==> src/rtl/ts_fmt_pkg.sv <==
package ts_fmt_pkg;
  localparam int BYTE_W = 8;

  typedef struct packed {
    logic [BYTE_W-1:0] data;
    logic              sync;
    logic              uncor;
  } ts_beat_t;
endpackage

==> src/rtl/ts_pkt_tracker.sv <==
module ts_pkt_tracker
  import ts_fmt_pkg::*;
#(
  parameter int PKT_LEN  = 188,
  parameter int HDR_POS  = 1,
  parameter int FLAG_BIT = 7
) (
  input  logic              clk,
  input  logic              rst_n,
  input  logic              take,
  input  logic [BYTE_W-1:0] byte_in,
  input  logic              sop,
  input  logic              uncor_in,
  input  logic [1:0]        flag_dis,
  output ts_beat_t          beat
);
  localparam int              CW   = $clog2(PKT_LEN);
  localparam logic [CW-1:0]   LAST = CW'(PKT_LEN - 1);
  localparam logic [CW-1:0]   HDR  = CW'(HDR_POS);

  logic [CW-1:0] idx_q, idx_d;
  logic          unc_q, unc_d;

  // index of the byte being offered, counting from the start marker
  always_comb begin
    if (sop)                idx_d = '0;
    else if (idx_q == LAST) idx_d = LAST;
    else                    idx_d = idx_q + 1'b1;
    unc_d = sop ? uncor_in : unc_q;
  end

  always_ff @(posedge clk or negedge rst_n) begin
    if (!rst_n) begin
      idx_q <= LAST;
      unc_q <= 1'b0;
    end else if (take) begin
      idx_q <= idx_d;
      unc_q <= unc_d;
    end
  end

  logic mark;
  assign mark = unc_d && (flag_dis == 2'b00) && (idx_d == HDR);

  always_comb begin
    beat                = '0;
    beat.data           = byte_in;
    beat.data[FLAG_BIT] = byte_in[FLAG_BIT] | mark;
    beat.sync           = (idx_d == '0);
    beat.uncor          = unc_d;
  end
endmodule

==> src/rtl/ts_serializer.sv <==
module ts_serializer
  import ts_fmt_pkg::*;
(
  input  logic              clk,
  input  logic              rst_n,
  input  logic              serial_mode,
  input  logic              beat_valid,
  input  ts_beat_t          beat,
  output logic              beat_ready,
  output logic [BYTE_W-1:0] ts_data,
  output logic              ts_clk,
  output logic              ts_en,
  output logic              ts_sync,
  output logic              ts_uncor
);
  localparam int BC_W = $clog2(BYTE_W);

  logic              busy_q, phase_q, ser_q, sync_q, unc_q;
  logic [BC_W-1:0]   left_q;
  logic [BYTE_W-1:0] sh_q;
  logic              last_slot, take;

  assign last_slot  = busy_q && phase_q && (left_q == '0);
  assign beat_ready = !busy_q || last_slot;
  assign take       = beat_valid && beat_ready;

  always_ff @(posedge clk or negedge rst_n) begin
    if (!rst_n) begin
      busy_q  <= 1'b0;
      phase_q <= 1'b0;
      ser_q   <= 1'b0;
      sync_q  <= 1'b0;
      unc_q   <= 1'b0;
      left_q  <= '0;
      sh_q    <= '0;
    end else if (take) begin
      busy_q  <= 1'b1;
      phase_q <= 1'b0;
      ser_q   <= serial_mode;
      sync_q  <= beat.sync;
      unc_q   <= beat.uncor;
      left_q  <= serial_mode ? BC_W'(BYTE_W - 1) : '0;
      sh_q    <= beat.data;
    end else if (busy_q) begin
      if (!phase_q) begin
        phase_q <= 1'b1;
      end else if (left_q != '0) begin
        phase_q <= 1'b0;
        left_q  <= left_q - 1'b1;
        sh_q    <= {sh_q[BYTE_W-2:0], 1'b0};
      end else begin
        busy_q  <= 1'b0;
        phase_q <= 1'b0;
      end
    end
  end

  for (genvar i = 0; i < BYTE_W; i++) begin : g_lane
    if (i == 0) begin : g_lsb
      assign ts_data[i] = busy_q && (ser_q ? sh_q[BYTE_W-1] : sh_q[0]);
    end else begin : g_rest
      assign ts_data[i] = busy_q && !ser_q && sh_q[i];
    end
  end

  assign ts_clk   = busy_q && phase_q;
  assign ts_en    = busy_q;
  assign ts_sync  = busy_q && sync_q;
  assign ts_uncor = busy_q && unc_q;
endmodule

==> src/rtl/ts_out_formatter.sv <==
module ts_out_formatter
  import ts_fmt_pkg::*;
#(
  parameter int PKT_LEN = 188
) (
  input  logic        clk,
  input  logic        rst_n,
  input  logic        in_valid,
  output logic        in_ready,
  input  logic [7:0]  in_data,
  input  logic        in_sop,
  input  logic        in_uncor,
  input  logic        cfg_serial,
  input  logic [1:0]  cfg_flag_dis,
  output logic [7:0]  ts_data,
  output logic        ts_clk,
  output logic        ts_en,
  output logic        ts_sync,
  output logic        ts_uncor
);
  ts_beat_t beat;
  logic     take;

  assign take = in_valid && in_ready;

  ts_pkt_tracker #(.PKT_LEN(PKT_LEN)) u_track (
    .clk      (clk),
    .rst_n    (rst_n),
    .take     (take),
    .byte_in  (in_data),
    .sop      (in_sop),
    .uncor_in (in_uncor),
    .flag_dis (cfg_flag_dis),
    .beat     (beat)
  );

  ts_serializer u_ser (
    .clk         (clk),
    .rst_n       (rst_n),
    .serial_mode (cfg_serial),
    .beat_valid  (in_valid),
    .beat        (beat),
    .beat_ready  (in_ready),
    .ts_data     (ts_data),
    .ts_clk      (ts_clk),
    .ts_en       (ts_en),
    .ts_sync     (ts_sync),
    .ts_uncor    (ts_uncor)
  );
endmodule

==> config.mk <==
export PLATFORM = sky130hd
export DESIGN_NAME = ts_out_formatter
export DESIGN_NICKNAME = d
export VERILOG_FILES = /design/src/rtl/ts_fmt_pkg.sv /design/src/rtl/ts_pkt_tracker.sv /design/src/rtl/ts_serializer.sv /design/src/rtl/ts_out_formatter.sv
export SDC_FILE = /design/constraint.sdc
export NUM_CORES = 1
export LEC_CHECK = 0
export BUFFER_PORTS_ARGS = -buffer_cell sky130_fd_sc_hd__clkbuf_2
export CAP_MARGIN = 10
export CORE_MARGIN = 3
export CORE_UTILIZATION = 54
export CTS_CLUSTER_SIZE = 40
export DETAILED_ROUTE_END_ITERATION = 7
export PLACE_DENSITY_LB_ADDON = 0.1
export SLEW_MARGIN = 20
export SYNTH_ARGS = -nofsm -noshare
export SYNTH_HDL_FRONTEND = slang
export SYNTH_HIERARCHICAL = 1
export SYNTH_SLANG_ARGS = --single-unit
==> constraint.sdc <==
create_clock -name clk -period 2.7 [get_ports clk]
set_input_delay 0.54 -clock clk [delete_from_list [all_inputs] [get_ports clk]]
set_output_delay 0.54 -clock clk [all_outputs]
set_load 0.05 [all_outputs]
==> results.cfg <==
[run_status]
status = finished clean

[setup_path]
crit_buf_inv = 1
worstPathArrival_ns = 1.77
slowest_stage = dfrtp_1
critPathTopFamily = flip-flops
crit_fanout = 15
cp-start-kind = register
critPathMaxStageDelay_ns = 0.62
critPathRequiredTime_ns = 2.16
worstRegToRegCells = 7
cp-end-kind = primary output
r2r-start = u_track/idx_q[0]
crit_chain = nor2b_1 > and2_1 > clkbuf_2
r2r_slack_ns = 0.40
critical_path_class = register to primary output
worstReg2RegEnd = u_ser/sh_q[7]

[route]
viasPerCell = 6.00
wire_per_inst_um = 15.5
drt-pass1-iter-count = 4
postRouteAntennaNets = 0
drc = 0
drt_wl_total_mm = 3.46
drt-initial-drc-count = 59
vias = 1344

[hold_path]
hold_class = input pin to async pin

[placed_design]
hpwlAfterDp_mm = 2.54
placed_cell_area_mm2 = 0.00170
gp_congestion = 0.916
dp_slack_ns = 0.447
io_buffers = 28

[final_layout]
final_nets = 213
antenna_cells = 0
finalInstanceArea_mm2 = 0.00173
area_delta_synth_final_pct = 4.86
fillers = 243
drive_gt1_share_pct = 28.5
fin_util_pct = 61.1

[logic_synthesis]
synth.most_common_cell = inv_1
syn_inst = 178
netlist_area_mm2 = 0.00165
yosys.area.top_type = dfrtp_1
yosysSeqAreaShare_pct = 38.4
synth_common_cells = inv_1, dfrtp_1, and2_1
syn_area_per_cell_um2 = 9.26
ys_ff_latch = 25
synth_ff_type = dfrtp_1
synth.top_cell.area_share_pct = 28.8
ys_types = 51
synth_area_leaders = dfrtp_1, dfstp_2, and2_1
synth_edf_count = 0
synth_warnings = 6
syn_nets = 197
async_flop_share_pct = 100

[clock_network]
htree_num_levels = 1
cts_buffers = 3
ctsHoldBuffers = 0
clkTransAtPathRegs_ns = 0.13
cts.path.max_buffers = 2
cts.repair.resized = 0
postCtsSetupRepairBufs = 0
insertion_delay_ns = 0.31
clock-sinks = 25
tritoncts = built
cts_root_buf = clkbuf_4

[die]
die_y_um = 61.3
fp.dieW_um = 61.3
rows = 19
coreArea_mm2 = 0.00283
start_util_pct = 58.3
die-area_mm2 = 0.00375
top_level_ports = 29

[sta]
setup_viol = 0
hold_violations = 0
worst_pin_slew_ns = 0.616
finalCriticalPeriod_ns = 2.31
worst_slack_ns = 0.394
setup_tns_ns = 0
fin_worst_skew_ns = 0.00107
fmax_mhz = 434
slew_violations = 0
rsz0062_at_grt = no
slew_headroom_pct = 58.9
finalCritPeriodShare_pct = 85.4

[grt]
grt_max_degree = 26
gr-total-overflow = 0
grt_pass1_vias = 1268
grt_pass1_wl_mm = 5.69
grt_usage_pct = 20.0
grt_antenna_before_repair = 0

[pwr]
switching_share_pct = 49.1
power_frac_comb_pct = 54.8
pwr-share-clk_pct = 8.8
power_frac_seq_pct = 36.4
power_density_mw_per_mm2 = 1100
ir_drop_uv = 613
intPower_mw = 0.965
power.leakage_nw = 0.832
p_switching_mw = 0.932

[job]
cap_viol_max_count = 0
[layer usage]
metal	part of all wire, %	global-route usage (%)	up-vias
met5	0	0	-
met4	1.4	8.05	0
met3	7.1	3.98	8
met2	46	30.5	50
met1	46	27.8	635
li1	-	-	651
[through the flow]
stage / hold WS, ns / cells / total power, mW
floorplan: 0.244 / 178 / 1.54
finish: 0.207 / 224 / 1.90
detailed placement: 0.494 / 220 / 1.73
global route: 0.228 / 224 / 2.05
CTS: 0.224 / 224 / 1.91
global placement: 0.485 / 220 / 1.70
[power groups by stage]
stage	combinational (mW)	clock, mW	sequential [mW]
6_report	1.04	0.167	0.690
3_5_place_dp	1.04	0	0.695
5_1_grt	1.13	0.194	0.719
4_1_cts	1.04	0.178	0.689
3_3_place_gp	1.01	0	0.681
2_1_floorplan	0.920	0	0.624
[state kept, by name, summed over array words and instances (netlist names)]
signal / cells
u_ser/ser_q: 1
u_ser/left_q: 3
u_track/idx_q: 8
u_ser/sh_q: 8
u_ser/unc_q: 1
u_ser/ts_en: 1
u_ser/phase_q: 1
u_track/unc_q: 1
u_ser/sync_q: 1
[cell families after synthesis]
| kind of cell | synth area share (%) |
|---|---|
| buf+inv | 12.8 |
| compound gates | 21.6 |
| simple gates | 19.7 |
| flops | 38.4 |
| mux | 5.24 |
| fa+ha+maj | 2.28 |
[cell type report]
class / count / area, um^2 / area share [%]
sequential: 25 / 633 / 36.6
tap: 31 / 38.8 / 2.24
clock buffer: 4 / 26.3 / 1.52
inverter: 21 / 78.8 / 4.56
multi-input combinational: 114 / 805 / 46.5
timing repair buffer: 29 / 148 / 8.54
[how the worst max path moves through the flow]
stage | start | to | slack (ns) | depth (start not counted)
after floorplan | u_ser/left_q[0] | u_track/idx_q[6] | 0.13 | 9
after global placement | u_track/idx_q[0] | u_ser/sync_q | 0.56 | 6
after detailed placement | u_track/idx_q[0] | u_ser/sh_q[7] | 0.45 | 7
after CTS | u_ser/ts_en | ts_data[5] | 0.34 | 3
after global routing | u_track/idx_q[0] | u_ser/sh_q[7] | 0.19 | 7
final | u_ser/ts_en | ts_data[5] | 0.39 | 3
[layout by cell type, fill, tap and decap left out, types with 2 or more instances in the layout]
cell	netlist	layout
nand3b_1	2	2
ha_1	3	3
nand2_1	9	9
clkbuf_2	3	28
clkbuf_4	0	3
o21ai_0	10	9
mux2_2	5	5
mux2i_1	3	3
a21o_1	2	2
a22o_1	2	2
nor2b_1	2	2
a31o_2	3	3
nand4_1	3	3
a222oi_1	2	2
and2_1	12	12
nand3_1	3	3
a21oi_1	5	5
o2bb2ai_1	2	2
o22ai_1	6	6
dfstp_2	6	6
nand2b_1	3	3
nor4_1	2	2
a21boi_0	2	2
o21a_1	2	2
inv_1	20	20
nor3_1	4	4
dfrtp_1	19	19
a22oi_1	5	5
nor2_1	5	5
[worst register-to-register path: cells and delay by family, from the launching register on]
kind | cells | cell delay [ns]
and+or+nand+nor | 1 | 0.16
AOI/OAI and AO/OA | 4 | 1.00
buffers and inverters | 1 | 0.06
DFF | 1 | 0.65
adders and majority gates | 1 | 0.32
(Power assumes the default switching activity.)
